`src/rtl/aead_pp_pkg.sv`:
```
package aead_pp_pkg;

   localparam logic [3:0] SEG_AD   = 4'b0010;
   localparam logic [3:0] SEG_PT   = 4'b0011;
   localparam logic [3:0] SEG_CT   = 4'b0100;
   localparam logic [3:0] SEG_TAG  = 4'b0101;
   localparam logic [3:0] STAT_OK  = 4'b1110;
   localparam logic [3:0] STAT_BAD = 4'b1111;

   localparam int HDR_W = 32;
   localparam int LEN_W = 16;

   typedef enum logic [3:0] {
      S_IDLE,
      S_HDR,
      S_PASS,
      S_CT,
      S_TAGH,
      S_TAG,
      S_DMSG,
      S_WAUTH,
      S_DRAIN,
      S_STAT
   } pp_state_t;

endpackage

```
`src/rtl/aead_pp_piso.sv`:
```
module aead_pp_piso #(
   parameter int IN_W  = 128,
   parameter int W     = 32,
   parameter int LEN_W = 16
) (
   input  logic             clk,
   input  logic             rst_n,
   input  logic [IN_W-1:0]  in_data,
   input  logic             in_valid,
   output logic             in_ready,
   input  logic [LEN_W-1:0] rem,
   input  logic             take,
   output logic [W-1:0]     word_data,
   output logic             word_valid
);

   localparam int NW   = IN_W / W;
   localparam int BPW  = W / 8;
   localparam int IDXW = (NW > 1) ? $clog2(NW) : 1;

   if (IN_W % W != 0) begin : g_chk_div
      $error("aead_pp_piso: IN_W must be a multiple of W");
   end
   if (W % 8 != 0) begin : g_chk_byte
      $error("aead_pp_piso: W must be a whole number of bytes");
   end

   logic [NW-1:0][W-1:0] blk_q;
   logic                 full_q;
   logic [IDXW-1:0]      idx_q;
   logic [W-1:0]         cur;
   logic                 last_w;
   logic                 take_end;
   logic                 load;

   assign last_w   = (idx_q == IDXW'(NW - 1)) || (rem <= LEN_W'(BPW));
   assign take_end = take && full_q && last_w;
   assign in_ready = !full_q || take_end;
   assign load     = in_valid && in_ready;
   assign cur      = blk_q[IDXW'(NW - 1) - idx_q];

   for (genvar j = 0; j < BPW; j++) begin : g_byte
      assign word_data[W-1-8*j -: 8] = (rem > LEN_W'(j)) ? cur[W-1-8*j -: 8] : 8'h00;
   end
   assign word_valid = full_q;

   always_ff @(posedge clk or negedge rst_n) begin
      if (!rst_n) begin
         full_q <= 1'b0;
         idx_q  <= '0;
      end else if (load) begin
         full_q <= 1'b1;
         idx_q  <= '0;
      end else if (take_end) begin
         full_q <= 1'b0;
      end else if (take && full_q) begin
         idx_q  <= idx_q + 1'b1;
      end
   end

   always_ff @(posedge clk) begin
      if (load) blk_q <= in_data;
   end

   // the controller only takes a word that is present
   assert_take_full_R4: assert property (@(posedge clk) disable iff (!rst_n)
      take |-> full_q);

endmodule

```
`src/rtl/aead_pp_auxfifo.sv`:
```
module aead_pp_auxfifo #(
   parameter int W     = 32,
   parameter int DEPTH = 16
) (
   input  logic         clk,
   input  logic         rst_n,
   input  logic         push,
   input  logic [W-1:0] push_data,
   input  logic         pop,
   input  logic         flush,
   output logic [W-1:0] head,
   output logic         empty,
   output logic         full
);

   localparam int AW = $clog2(DEPTH);

   if (DEPTH < 2 || (1 << AW) != DEPTH) begin : g_chk_depth
      $error("aead_pp_auxfifo: DEPTH must be a power of two of at least 2");
   end

   logic [W-1:0]  mem [DEPTH];
   logic [AW-1:0] wr_q, rd_q;
   logic [AW:0]   cnt_q;

   assign empty = (cnt_q == '0);
   assign full  = (cnt_q == (AW+1)'(DEPTH));
   assign head  = mem[rd_q];

   always_ff @(posedge clk or negedge rst_n) begin
      if (!rst_n) begin
         wr_q  <= '0;
         rd_q  <= '0;
         cnt_q <= '0;
      end else if (flush) begin
         wr_q  <= '0;
         rd_q  <= '0;
         cnt_q <= '0;
      end else begin
         if (push) wr_q <= wr_q + 1'b1;
         if (pop)  rd_q <= rd_q + 1'b1;
         if (push && !pop)      cnt_q <= cnt_q + 1'b1;
         else if (pop && !push) cnt_q <= cnt_q - 1'b1;
      end
   end

   always_ff @(posedge clk) begin
      if (push && !flush) mem[wr_q] <= push_data;
   end

   // a held word is never written into a full store
   assert_no_overflow_R7: assert property (@(posedge clk) disable iff (!rst_n)
      push |-> !full);

   // release never reads an empty store
   assert_no_underflow_R8: assert property (@(posedge clk) disable iff (!rst_n)
      pop |-> !empty);

endmodule

```
`src/rtl/aead_pp_top.sv`:
```
module aead_pp_top
   import aead_pp_pkg::*;
#(
   parameter int DATA_W    = 32,
   parameter int BLOCK_W   = 128,
   parameter int TAG_W     = 128,
   parameter int AUX_DEPTH = 16
) (
   input  logic               clk,
   input  logic               rst_n,
   input  logic [DATA_W-1:0]  byp_data,
   input  logic               byp_valid,
   output logic               byp_ready,
   input  logic [BLOCK_W-1:0] blk_data,
   input  logic               blk_valid,
   output logic               blk_ready,
   input  logic [TAG_W-1:0]   tag_data,
   input  logic               tag_valid,
   output logic               tag_ready,
   input  logic               auth_valid,
   input  logic               auth_ok,
   output logic               auth_ready,
   output logic [DATA_W-1:0]  out_data,
   output logic               out_valid,
   input  logic               out_ready
);

   localparam int BPW = DATA_W / 8;
   localparam logic [LEN_W-1:0] TAG_BYTES = LEN_W'(TAG_W / 8);
   localparam logic [LEN_W-1:0] STEP      = LEN_W'(BPW);

   if (DATA_W < HDR_W || DATA_W % 8 != 0) begin : g_chk_w
      $error("aead_pp_top: DATA_W must be a byte multiple of at least 32");
   end
   if (BLOCK_W % DATA_W != 0 || TAG_W % DATA_W != 0) begin : g_chk_blk
      $error("aead_pp_top: BLOCK_W and TAG_W must be multiples of DATA_W");
   end

   pp_state_t state_q;
   logic [DATA_W-1:0] hdr_q;
   logic [LEN_W-1:0]  rem_q, rem_step;
   logic              eot_q, ok_q, last_step;

   logic [3:0]        in_type, hdr_type;
   logic              in_eot;
   logic [LEN_W-1:0]  in_len;

   logic [DATA_W-1:0] blk_word, tag_word, aux_head, aux_push_data;
   logic              blk_wvalid, tag_wvalid;
   logic              blk_take, tag_take;
   logic              aux_push, aux_pop, aux_flush, aux_empty, aux_full;
   logic [DATA_W-1:0] tag_hdr_word, stat_word;
   logic [HDR_W-1:0]  tag_hdr32;

   assign in_type  = byp_data[DATA_W-1 -: 4];
   assign in_eot   = byp_data[DATA_W-6];
   assign in_len   = byp_data[DATA_W-17 -: LEN_W];
   assign hdr_type = hdr_q[DATA_W-1 -: 4];

   assign rem_step  = (rem_q > STEP) ? rem_q - STEP : '0;
   assign last_step = (rem_q <= STEP);

   assign tag_hdr32 = {SEG_TAG, 1'b1, 1'b1, 10'b0, TAG_BYTES};
   if (DATA_W > HDR_W) begin : g_hdr_pad
      assign tag_hdr_word = {tag_hdr32, {(DATA_W-HDR_W){1'b0}}};
   end else begin : g_hdr_exact
      assign tag_hdr_word = tag_hdr32;
   end
   assign stat_word = {(ok_q ? STAT_OK : STAT_BAD), {(DATA_W-4){1'b0}}};

   aead_pp_piso #(.IN_W(BLOCK_W), .W(DATA_W), .LEN_W(LEN_W)) u_blk_piso (
      .clk(clk), .rst_n(rst_n),
      .in_data(blk_data), .in_valid(blk_valid), .in_ready(blk_ready),
      .rem(rem_q), .take(blk_take),
      .word_data(blk_word), .word_valid(blk_wvalid)
   );

   aead_pp_piso #(.IN_W(TAG_W), .W(DATA_W), .LEN_W(LEN_W)) u_tag_piso (
      .clk(clk), .rst_n(rst_n),
      .in_data(tag_data), .in_valid(tag_valid), .in_ready(tag_ready),
      .rem(rem_q), .take(tag_take),
      .word_data(tag_word), .word_valid(tag_wvalid)
   );

   aead_pp_auxfifo #(.W(DATA_W), .DEPTH(AUX_DEPTH)) u_aux (
      .clk(clk), .rst_n(rst_n),
      .push(aux_push), .push_data(aux_push_data),
      .pop(aux_pop), .flush(aux_flush),
      .head(aux_head), .empty(aux_empty), .full(aux_full)
   );

   always_comb begin
      out_valid     = 1'b0;
      out_data      = '0;
      byp_ready     = 1'b0;
      blk_take      = 1'b0;
      tag_take      = 1'b0;
      aux_push      = 1'b0;
      aux_push_data = byp_data;
      aux_pop       = 1'b0;
      aux_flush     = 1'b0;
      auth_ready    = 1'b0;
      unique case (state_q)
         S_IDLE: begin
            byp_ready = 1'b1;
            aux_push  = byp_valid && (in_type == SEG_PT);
         end
         S_HDR: begin
            out_valid = 1'b1;
            out_data  = hdr_q;
         end
         S_PASS: begin
            out_valid = byp_valid;
            out_data  = byp_data;
            byp_ready = out_ready;
         end
         S_CT: begin
            out_valid = blk_wvalid;
            out_data  = blk_word;
            blk_take  = out_ready && blk_wvalid;
         end
         S_TAGH: begin
            out_valid = 1'b1;
            out_data  = tag_hdr_word;
         end
         S_TAG: begin
            out_valid = tag_wvalid;
            out_data  = tag_word;
            tag_take  = out_ready && tag_wvalid;
         end
         S_DMSG: begin
            aux_push      = blk_wvalid && !aux_full;
            aux_push_data = blk_word;
            blk_take      = blk_wvalid && !aux_full;
         end
         S_WAUTH: begin
            auth_ready = 1'b1;
            aux_flush  = auth_valid && !auth_ok;
         end
         S_DRAIN: begin
            out_valid = !aux_empty;
            out_data  = aux_head;
            aux_pop   = out_ready && !aux_empty;
         end
         S_STAT: begin
            out_valid = 1'b1;
            out_data  = stat_word;
         end
         default: ;
      endcase
   end

   always_ff @(posedge clk or negedge rst_n) begin
      if (!rst_n) begin
         state_q <= S_IDLE;
         hdr_q   <= '0;
         rem_q   <= '0;
         eot_q   <= 1'b0;
         ok_q    <= 1'b0;
      end else begin
         unique case (state_q)
            S_IDLE: if (byp_valid) begin
               hdr_q <= byp_data;
               rem_q <= in_len;
               eot_q <= in_eot;
               if (in_type == SEG_PT) begin
                  if (in_len != '0)  state_q <= S_DMSG;
                  else if (in_eot)   state_q <= S_WAUTH;
               end else begin
                  state_q <= S_HDR;
               end
            end
            S_HDR: if (out_ready) begin
               if (hdr_type == SEG_CT) begin
                  if (rem_q != '0)  state_q <= S_CT;
                  else if (eot_q)   state_q <= S_TAGH;
                  else              state_q <= S_IDLE;
               end else begin
                  state_q <= (rem_q != '0) ? S_PASS : S_IDLE;
               end
            end
            S_PASS: if (byp_valid && out_ready) begin
               rem_q <= rem_step;
               if (last_step) state_q <= S_IDLE;
            end
            S_CT: if (blk_take) begin
               rem_q <= rem_step;
               if (last_step) state_q <= eot_q ? S_TAGH : S_IDLE;
            end
            S_TAGH: if (out_ready) begin
               rem_q   <= TAG_BYTES;
               state_q <= S_TAG;
            end
            S_TAG: if (tag_take) begin
               rem_q <= rem_step;
               if (last_step) begin
                  ok_q    <= 1'b1;
                  state_q <= S_STAT;
               end
            end
            S_DMSG: if (blk_take) begin
               rem_q <= rem_step;
               if (last_step) state_q <= eot_q ? S_WAUTH : S_IDLE;
            end
            S_WAUTH: if (auth_valid) begin
               ok_q    <= auth_ok;
               state_q <= auth_ok ? S_DRAIN : S_STAT;
            end
            S_DRAIN: if (aux_empty) state_q <= S_STAT;
            S_STAT:  if (out_ready) state_q <= S_IDLE;
            default: state_q <= S_IDLE;
         endcase
      end
   end

   // a stalled word stays offered and unchanged
   assert_out_hold_R10: assert property (@(posedge clk) disable iff (!rst_n)
      out_valid && !out_ready |=> out_valid && $stable(out_data));

   // a failing result leaves nothing held
   assert_flush_on_fail_R9: assert property (@(posedge clk) disable iff (!rst_n)
      auth_valid && auth_ready && !auth_ok |=> aux_empty);

   // a passing result keeps the held words for release
   assert_keep_on_pass_R8: assert property (@(posedge clk) disable iff (!rst_n)
      auth_valid && auth_ready && auth_ok |=> !aux_empty);

endmodule

```
`config.mk`:
```
export PLATFORM = sky130hd
export DESIGN_NAME = aead_pp_top
export DESIGN_NICKNAME = d
export VERILOG_FILES = /design/src/rtl/aead_pp_pkg.sv /design/src/rtl/aead_pp_piso.sv /design/src/rtl/aead_pp_auxfifo.sv /design/src/rtl/aead_pp_top.sv
export SDC_FILE = /design/constraint.sdc
export NUM_CORES = 1
export LEC_CHECK = 0
export BUFFER_PORTS_ARGS = -buffer_cell sky130_fd_sc_hd__buf_2
export CAP_MARGIN = 20
export CORE_MARGIN = 2
export CORE_UTILIZATION = 50
export CTS_CLUSTER_DIAMETER = 40
export DETAILED_ROUTE_END_ITERATION = 10
export PLACE_DENSITY = 0.71
export SKIP_LAST_GASP = 1
export SYNTH_ARGS = -nofsm -noshare
export SYNTH_HDL_FRONTEND = slang
export SYNTH_SLANG_ARGS = --single-unit
```
`constraint.sdc`:
```
create_clock -name clk -period 4.6 [get_ports clk]
set_input_delay 0.69 -clock clk [delete_from_list [all_inputs] [get_ports clk]]
set_output_delay 0.69 -clock clk [all_outputs]
set_load 0.05 [all_outputs]
```
==> results.md, run 1 <==
* Die width at 266 um
* IO buf count at 332
* DP HPWL at 59,700 um
* Final Util at 60.8%
* Share of cells above drive strength 1 at 39.5%
* Pint at 0.0167 W
* Worst hold slack at around 190 ps
* Nets@finish at 2,489
* Final worst path period share at 96.4%
* Netlist cell types at 74
* Worst min-delay path category: primary input to flop
* Inserted Clock Buffers at 100
* Drt total wl at approximately 91,000 um
* Reg power frac at 38.2%
* Core box area at 67,400 um2
* Row count at 95
* Synthesized Nets at ~2,100
* Post-route ant nets at 0
* Clock power frac at 31.7%
* Syn_area_per_cell at 19.5 um2
* Max_cap viols at 0
* Final worst slack at 165 ps
* Sw frac at 33.6%
* CTS Hold Bufs at 1
* # H-tree levels at 3
* Peak supply drop at 0.000671 V
* Crit path DAT at approximately 3800 ps
* GRT Total Usage at about a quarter
* Skew-Pair Late Insertion Delay at 670 ps
* Largest net degree at the start of global routing at 55
* Max-slew violation count at 0
* CP Capture Type: primary output
* Worst Path Required at about 3900 ps
* Crit Path Class: flop to primary output
* Gp weighted congestion at 0.917
* Filler Cells Inserted at ~4,700
* CTS tree: built
* Setup violators final at 0
* Worst-margin pin slew at 1100 ps
* Reg2reg setup slack at 820 ps
* Maximum clock rate at 225 MHz
* Post-Route Skew at 28.8 ps
* RSZ-0062 raised after global routing: no
* DR iter-0 viols at ~2,500
* Warnings, synthesis at 0
* Total chip power at 0.0252 W
* Critical path startpoint category: flop
* Combinational Power Share at a little under a third
* Most used DFF post-synth: edfxtp_1
* Min Tclk post-route at 4440 ps
* Ys async rst share at 8.57%
* Power Density at 613 nW/um2
* Clock Pin Slew Worst Setup and Hold Paths at 60 ps
* # Post-CTS Setup Buffers at 0
* Drt via density at 6.26
* Sw power at 0.00846 W
* R2R cell count at 10
* Yosys reg bits at 840
* R2R Path Start: state_q[2]$_DFFE_PN0P_
* DRC Markers at 0
* Via count at 19,700
* Die boundary height at 266 um
* Post_cts resized at 0
* Vias in the first global route at 20,200
* First-pass GRT wire length at 132,000 um
* Max_slew headroom at 26.9%
* Starting Density at 50.7%
* EDFF count, synth at 768
* Sequential share of the synthesized area at roughly 73%
* Hold Violations, Final at 0
* Mapped Cells at 1,753
* Post-Syn Area at 34,200 um2
* Area of the multi-input gates at slightly below 9000 um2
* RR Endpoint: u_aux.cnt_q[4]$_DFFE_PN0P_
* Pre-CTS setup slack at 930 ps
* Clk sinks at 840
* Wire length per cell at 28.9 um
* Status: complete, no violations
* GR Overflow Total at 0
* Ports at 333
* Initial antenna violation count at 6
* DR pass1 iterations at 6
* Die Footprint at approximately 71,000 um2
* Register area at 24,900 um2
* Synth-to-Final Area Change at 19.9%
* Clock root buffer: clkbuf_16
* Critical Path End: out_valid
* Worst setup path start: state_q[2]$_DFFE_PN0P_
* Setup TNS at 0 ps
* CP Max Fanout at 28
* Longest Clk Path Bufs at 3
* Leakage at ~14 nW
==> worst min path at each step <==
stage / startpoint / to / slack (ps) / cells past startpoint
floorplan: rst_n / hdr_q[0]$_DFFE_PN0P_ / 390 / 0
global placement: hdr_q[0]$_DFFE_PN0P_ / hdr_q[0]$_DFFE_PN0P_ / 470 / 2
detailed placement: hdr_q[0]$_DFFE_PN0P_ / hdr_q[0]$_DFFE_PN0P_ / 480 / 2
CTS: blk_data[124] / u_blk_piso.blk_q[124]$_DFFE_PP_ / 160 / 1
global route: tag_data[81] / u_tag_piso.blk_q[81]$_DFFE_PP_ / 160 / 1
finish: tag_data[50] / u_tag_piso.blk_q[50]$_DFFE_PP_ / 190 / 1
==> cell families after synthesis <==
kind of cell / share of synthesized area, %
XOR/XNOR: 0.154
adder cells (fa/ha/maj): 0.534
multiplexers: 16.2
AO/OA/AOI/OAI: 5.09
buffers and inverters: 1.57
AND/OR/NAND/NOR: 3.78
flip-flops: 72.7
==> critical path, cell delays in order (launching register included) <==
cell and delay, ps:
dfrtp_1 1070, inv_1 310, and3_1 610, a222oi_1 500
o21ai_0 280, buf_2 310
==> cells in the mapped netlist, types with 5 or more instances <==
| cell type | count | area [um2] |
|---|---|---|
| a21o_1 | 5 | 37.5 |
| a21oi_1 | 25 | 125 |
| a22o_1 | 10 | 87.6 |
| a22oi_1 | 63 | 473 |
| and2_1 | 11 | 68.8 |
| and3_1 | 7 | 43.8 |
| and4_1 | 10 | 87.6 |
| buf_1 | 14 | 52.6 |
| buf_2 | 29 | 145 |
| clkbuf_1 | 58 | 218 |
| dfrtp_1 | 72 | 1800 |
| edfxtp_1 | 768 | 23100 |
| ha_1 | 13 | 163 |
| inv_1 | 18 | 67.6 |
| mux2_2 | 30 | 338 |
| mux2i_1 | 10 | 100 |
| mux4_2 | 224 | 5040 |
| nand2_1 | 130 | 488 |
| nand2b_1 | 7 | 43.8 |
| nand3_1 | 10 | 50.1 |
| nor2_1 | 28 | 105 |
| nor2b_1 | 6 | 37.5 |
| nor3_1 | 9 | 45.0 |
| nor4_1 | 8 | 50.1 |
| o211ai_1 | 40 | 300 |
| o21ai_0 | 49 | 245 |
| o221ai_1 | 6 | 52.6 |
| o2bb2ai_1 | 5 | 43.8 |
| o31ai_1 | 5 | 37.5 |
| xnor2_1 | 5 | 43.8 |
==> placed cells by master (no fill, tap or decap), drive strengths merged, types with 34 or more instances in the layout <==
cell type / instances
nand2: 130
a22oi: 63
mux4: 224
o211ai: 41
dfrtp: 72
buf: 430
clkbuf: 117
inv: 40
o21ai: 50
edfxtp: 768
mux2: 34
==> layer usage <==
layer  part of all wire (%)  track usage, %
met1                     38            34.6
met2                     50            41.9
met3                    8.8            5.85
met4                    3.3            8.84
met5                  0.025               0
==> stage by stage <==
step                cells  instance area (um2)
global placement     2948                37600
CTS                  3139                41000
global route         3142                41000
finish               3142                41000
floorplan            1753                34200
detailed placement   2949                37600
==> sequential cells by signal, indices dropped and copies added (netlist names) <==
name / cells
u_tag_piso.blk_q: 128
u_tag_piso.idx_q: 2
ok_q: 1
u_blk_piso.idx_q: 2
u_blk_piso.word_valid: 1
u_tag_piso.word_valid: 1
hdr_q: 32
u_blk_piso.blk_q: 128
u_aux.wr_q: 4
state_q: 4
u_aux.cnt_q: 5
u_aux.mem: 512
rem_q: 16
u_aux.rd_q: 4
==> layout make-up <==
cell class | instances | share of cell area [%]
antenna | 3 | 0.0183
clock inverter | 72 | 1.96
inverter | 18 | 0.165
sequential | 840 | 60.7
tap | 873 | 2.66
timing repair buffer | 431 | 6.52
multi-input combinational | 788 | 21.6
clock buffer | 117 | 6.39
==> power by group through the flow <==
stage / sequential [W] / clock, W / combinational, W
after global placement: 0.00971 / 0 / 0.00739
after global routing: 0.00967 / 0.00837 / 0.00795
after floorplan: 0.00925 / 0 / 0.00562
after CTS: 0.00959 / 0.00806 / 0.00752
after detailed placement: 0.00974 / 0 / 0.00749
final: 0.00961 / 0.00798 / 0.00757
(Power assumes the default switching activity.)
==> run 2: changes to the inputs <==
--- a/config.mk
+++ b/config.mk
@@ -16,3 +16,4 @@
 export SYNTH_ARGS = -nofsm -noshare
 export SYNTH_HDL_FRONTEND = slang
+export SYNTH_HIERARCHICAL = 1
 export SYNTH_SLANG_ARGS = --single-unit
==> constraint.sdc (replaced) <==
create_clock -name clk -period 4.6 [get_ports clk]
set_input_delay 0.69 -clock clk [delete_from_list [all_inputs] [get_ports clk]]
set_output_delay 0.69 -clock clk [all_outputs]
set_load 0.005 [all_outputs]
==> results.md, run 2 <==
* Status: complete, no violations
* Crit path DAT at 3430 ps (-320 ps)
* CP Max Fanout at 27 (-3.6%)
* Cell with the most instances after synthesis: edfxtp_1
* Synth-to-Final Area Change at 19.3%
* CTS Hold Bufs at 0 (-1)
* Ranking of synthesized cells by area: edfxtp_1 67%, mux4_2 12%, dfrtp_1 5.2%, a22oi_1 2.5%, nor2b_1 1.3%
* Reg2reg setup slack at 890 ps (+70 ps)
* Crit Path Class: flop to primary output
* CTS tree: built
* Ys async rst share at 8.57% (unchanged)
* Min Tclk post-route at 4120 ps (-318 ps)
* Cell taking the most area after synthesis: edfxtp_1
* Clock root buffer: clkbuf_16
* Post_cts resized at 0 (unchanged)
* Top cell type's share of synthesized area at 66.5% (-0.91 points)
* Critical path startpoint category: flop
* Worst-margin pin slew at 955 ps (-141 ps)
* Via count at 19,800 (+0.56%)
* Final worst slack at 483 ps (+318 ps)
* Initial antenna violation count at 10 (+4)
* Yosys reg bits at 840 (unchanged)
* DP HPWL at 61,200 um (+2.6%)
* Ports at 333 (unchanged)
* Top cells by count, synth: 768 x edfxtp_1, 192 x mux4_2, 116 x a22oi_1, 100 x nand2_1, 72 x dfrtp_1
* Drt total wl at 90,800 um (about the same)
* DP Area at 37,800 um2 (+0.58%)
* Largest net degree at the start of global routing at 129 (+130%)
* DR pass1 iterations at 7 (+1)
* CP Capture Type: primary output
* Starting Density at 50.5% (-0.20 points)
* Most used DFF post-synth: edfxtp_1
* Peak supply drop at 0.000380 V (-43%)
* CP delay by family, top: buffers and inverters
* GRT Total Usage at 25.8% (+0.059 points)
* Max-slew violation count at 0 (unchanged)
* Max_cap viols at 0 (unchanged)
* GR Overflow Total at 0 (unchanged)
* Pre-CTS setup slack at 755 ps (-175 ps)
* Worst Path Required at 3910 ps (about the same)
* # H-tree levels at 3 (unchanged)
* Longest Clk Path Bufs at 3 (unchanged)
* Setup violators final at 0 (unchanged)
* Hold Path Depth at 1 (unchanged)
* Worst min-delay path category: primary input to flop
* Power Density at 612 nW/um2 (-0.29%)
* # Post-CTS Setup Buffers at 0 (unchanged)
* Largest register FFs at 512 (unchanged)
* Maximum clock rate at 243 MHz (+7.7%)
* Hold Violations, Final at 0 (unchanged)
* Row count at 96 (+1.1%)
* Final Cell Area at 41,400 um2 (+0.89%)
* Drt via density at 6.05 (-3.3%)
* Synthesized Nets at 2,161 (+4.8%)
* Gp weighted congestion at 0.914 (-0.36%)
* Worst Hold End: u_tag_piso/blk_q[58]$_DFFE_PP_
* Registers with the most flip-flops: u_aux/mem: 512 flops, u_blk_piso/blk_q: 128 flops, u_tag_piso/blk_q: 128 flops
* Post-Syn Area at 34,700 um2 (+1.4%)
* Core box area at 68,600 um2 (+1.8%)
* Leading cell type in the layout, fill and taps excluded: edfxtp_1
* DR iter-0 viols at 1,923 (-24%)
* Nets@finish at 2,555 (+2.7%)
* Die boundary height at 267 um (+0.67%)
* Share of cells above drive strength 1 at 37.3% (-2.2 points)
* RSZ-0062 raised after global routing: no
* Largest Register: u_aux/mem
* Crit-path slowest cell: dfrtp_1
* Post-route ant nets at 0 (unchanged)
* Worst path bufs/invs at 3 (+1)
* Warnings, synthesis at 6 (+6)
* Sequential share of the synthesized area at 71.7% (-0.98 points)
* Die Footprint at 71,500 um2 (+1.3%)
* Skew-Pair Late Insertion Delay at 680 ps (about the same)
* Final worst path period share at 89.5% (-6.9 points)
* DRC Markers at 0 (unchanged)
* Max_slew headroom at 36.2% (+9.2 points)
* Worst Hold Launch: tag_data[58]
* R2R cell count at 5 (-5)
* Setup TNS at 0 ps (unchanged)
* EDFF count, synth at 768 (unchanged)
* RR Endpoint: u_aux/mem[0][15]$_DFFE_PP_
* Post-Route Skew at 43.9 ps (+15.1 ps)
* Clock Pin Slew Worst Setup and Hold Paths at 60 ps (about the same)
* Most used cell, CP: buf_4
* Inserted Clock Buffers at 104 (+4.0%)
* Crit-path max cell delay at 590 ps (-480 ps)
* Leakage at 14.2 nW (+2.4%)
* Mapped Cells at 1,850 (+5.5%)
* Most frequent cells in the layout: 768 x edfxtp_1, 331 x buf_2, 192 x mux4_2
* R2R Path Start: state_q[3]$_DFFE_PN0P_
* Wire length per cell at 27.8 um (-3.9%)
* IO buf count at 332 (unchanged)
* Vias in the first global route at 20,300 (+0.69%)
* First-pass GRT wire length at 134,000 um (+1.5%)
* Die width at 267 um (+0.67%)
* Netlist cell types at 69 (-6.8%)
* Worst-path cell chain: buf_4, nand2b_1, nor3_2, buf_4, a222oi_1, o21ai_0, buf_2
* Clk sinks at 840 (unchanged)
* Syn_area_per_cell at 18.7 um2 (-4.0%)
run 2: cell count changes in the layout (fill, tap and decap cells not counted), sizes merged, moves of 9 or more:
cell,previous run,this run
a22oi,63,116
and2,11,2
buf,430,391
clkinv,26,44
mux2,34,62
mux4,224,192
nand2,130,100
nand3,11,37
nor2,28,62
nor2b,6,70
o211ai,41,9
run 2: worst max-delay path by stage:
stage,cells after the start,startpoint,endpoint,slack (ps)
after floorplan,8,state_q[2]$_DFFE_PN0P_,u_aux/mem[10][0]$_DFFE_PP_,-180
after global placement,11,byp_data[28],u_aux/cnt_q[4]$_DFFE_PN0P_,970
after detailed placement,7,byp_data[28],u_aux/mem[0][15]$_DFFE_PP_,750
after CTS,7,state_q[3]$_DFFE_PN0P_,out_valid,490
after global routing,7,state_q[3]$_DFFE_PN0P_,out_valid,310
final,7,state_q[3]$_DFFE_PN0P_,out_valid,480
run 2: metal layers:
layer	global-route usage, %	routed length, um	part of all wire, %
met2	41.3	44300	49
met3	6.36	8210	9.0
met1	34.5	34800	38
met5	0	68	0.075
met4	9.79	3420	3.8
run 2: worst reg2reg max path, delay by kind of cell (launching register included):
kind	cells	cell delay, ps
AO/OA/AOI/OAI	1	590
buffers and inverters	1	250
flip-flops	1	590
AND/OR/NAND/NOR	3	1940
run 2: cells by family after synthesis:
group	after synthesis	synth area share [%]
XOR/XNOR	10	0.253
AND/OR/NAND/NOR	349	5.55
adder cells (fa/ha/maj)	15	0.563
multiplexers	257	14.9
AO/OA/AOI/OAI	254	5.31
flip-flops	840	71.7
buffers and inverters	125	1.72
run 2: layout make-up:
cell class,instances,area [um2]
Tap cell,931,1160
Clock buffer,118,2710
Fill cell,4861,27200
Inverter,21,78.8
Timing Repair Buffer,392,2320
Antenna cell,4,10.0
Multi-Input combinational cell,885,9400
Clock inverter,76,816
Sequential cell,840,24900
run 2: where the power goes:
part | internal [W] | switching (W)
combinational | 0.00329 | 0.00419
sequential | 0.00905 | 0.000686
clock | 0.00472 | 0.00337
total | 0.0171 | 0.00825
run 2: through the flow:
step	utilization [%]	power (W)	hold WS [ps]	cells
floorplan	-	0.0147	394	1850
global route	60.3	0.0263	163	3266
detailed placement	55.1	0.0173	493	3065
global placement	55.1	0.0171	491	3063
CTS	60.2	0.0253	154	3259
finish	60.3	0.0253	180	3267
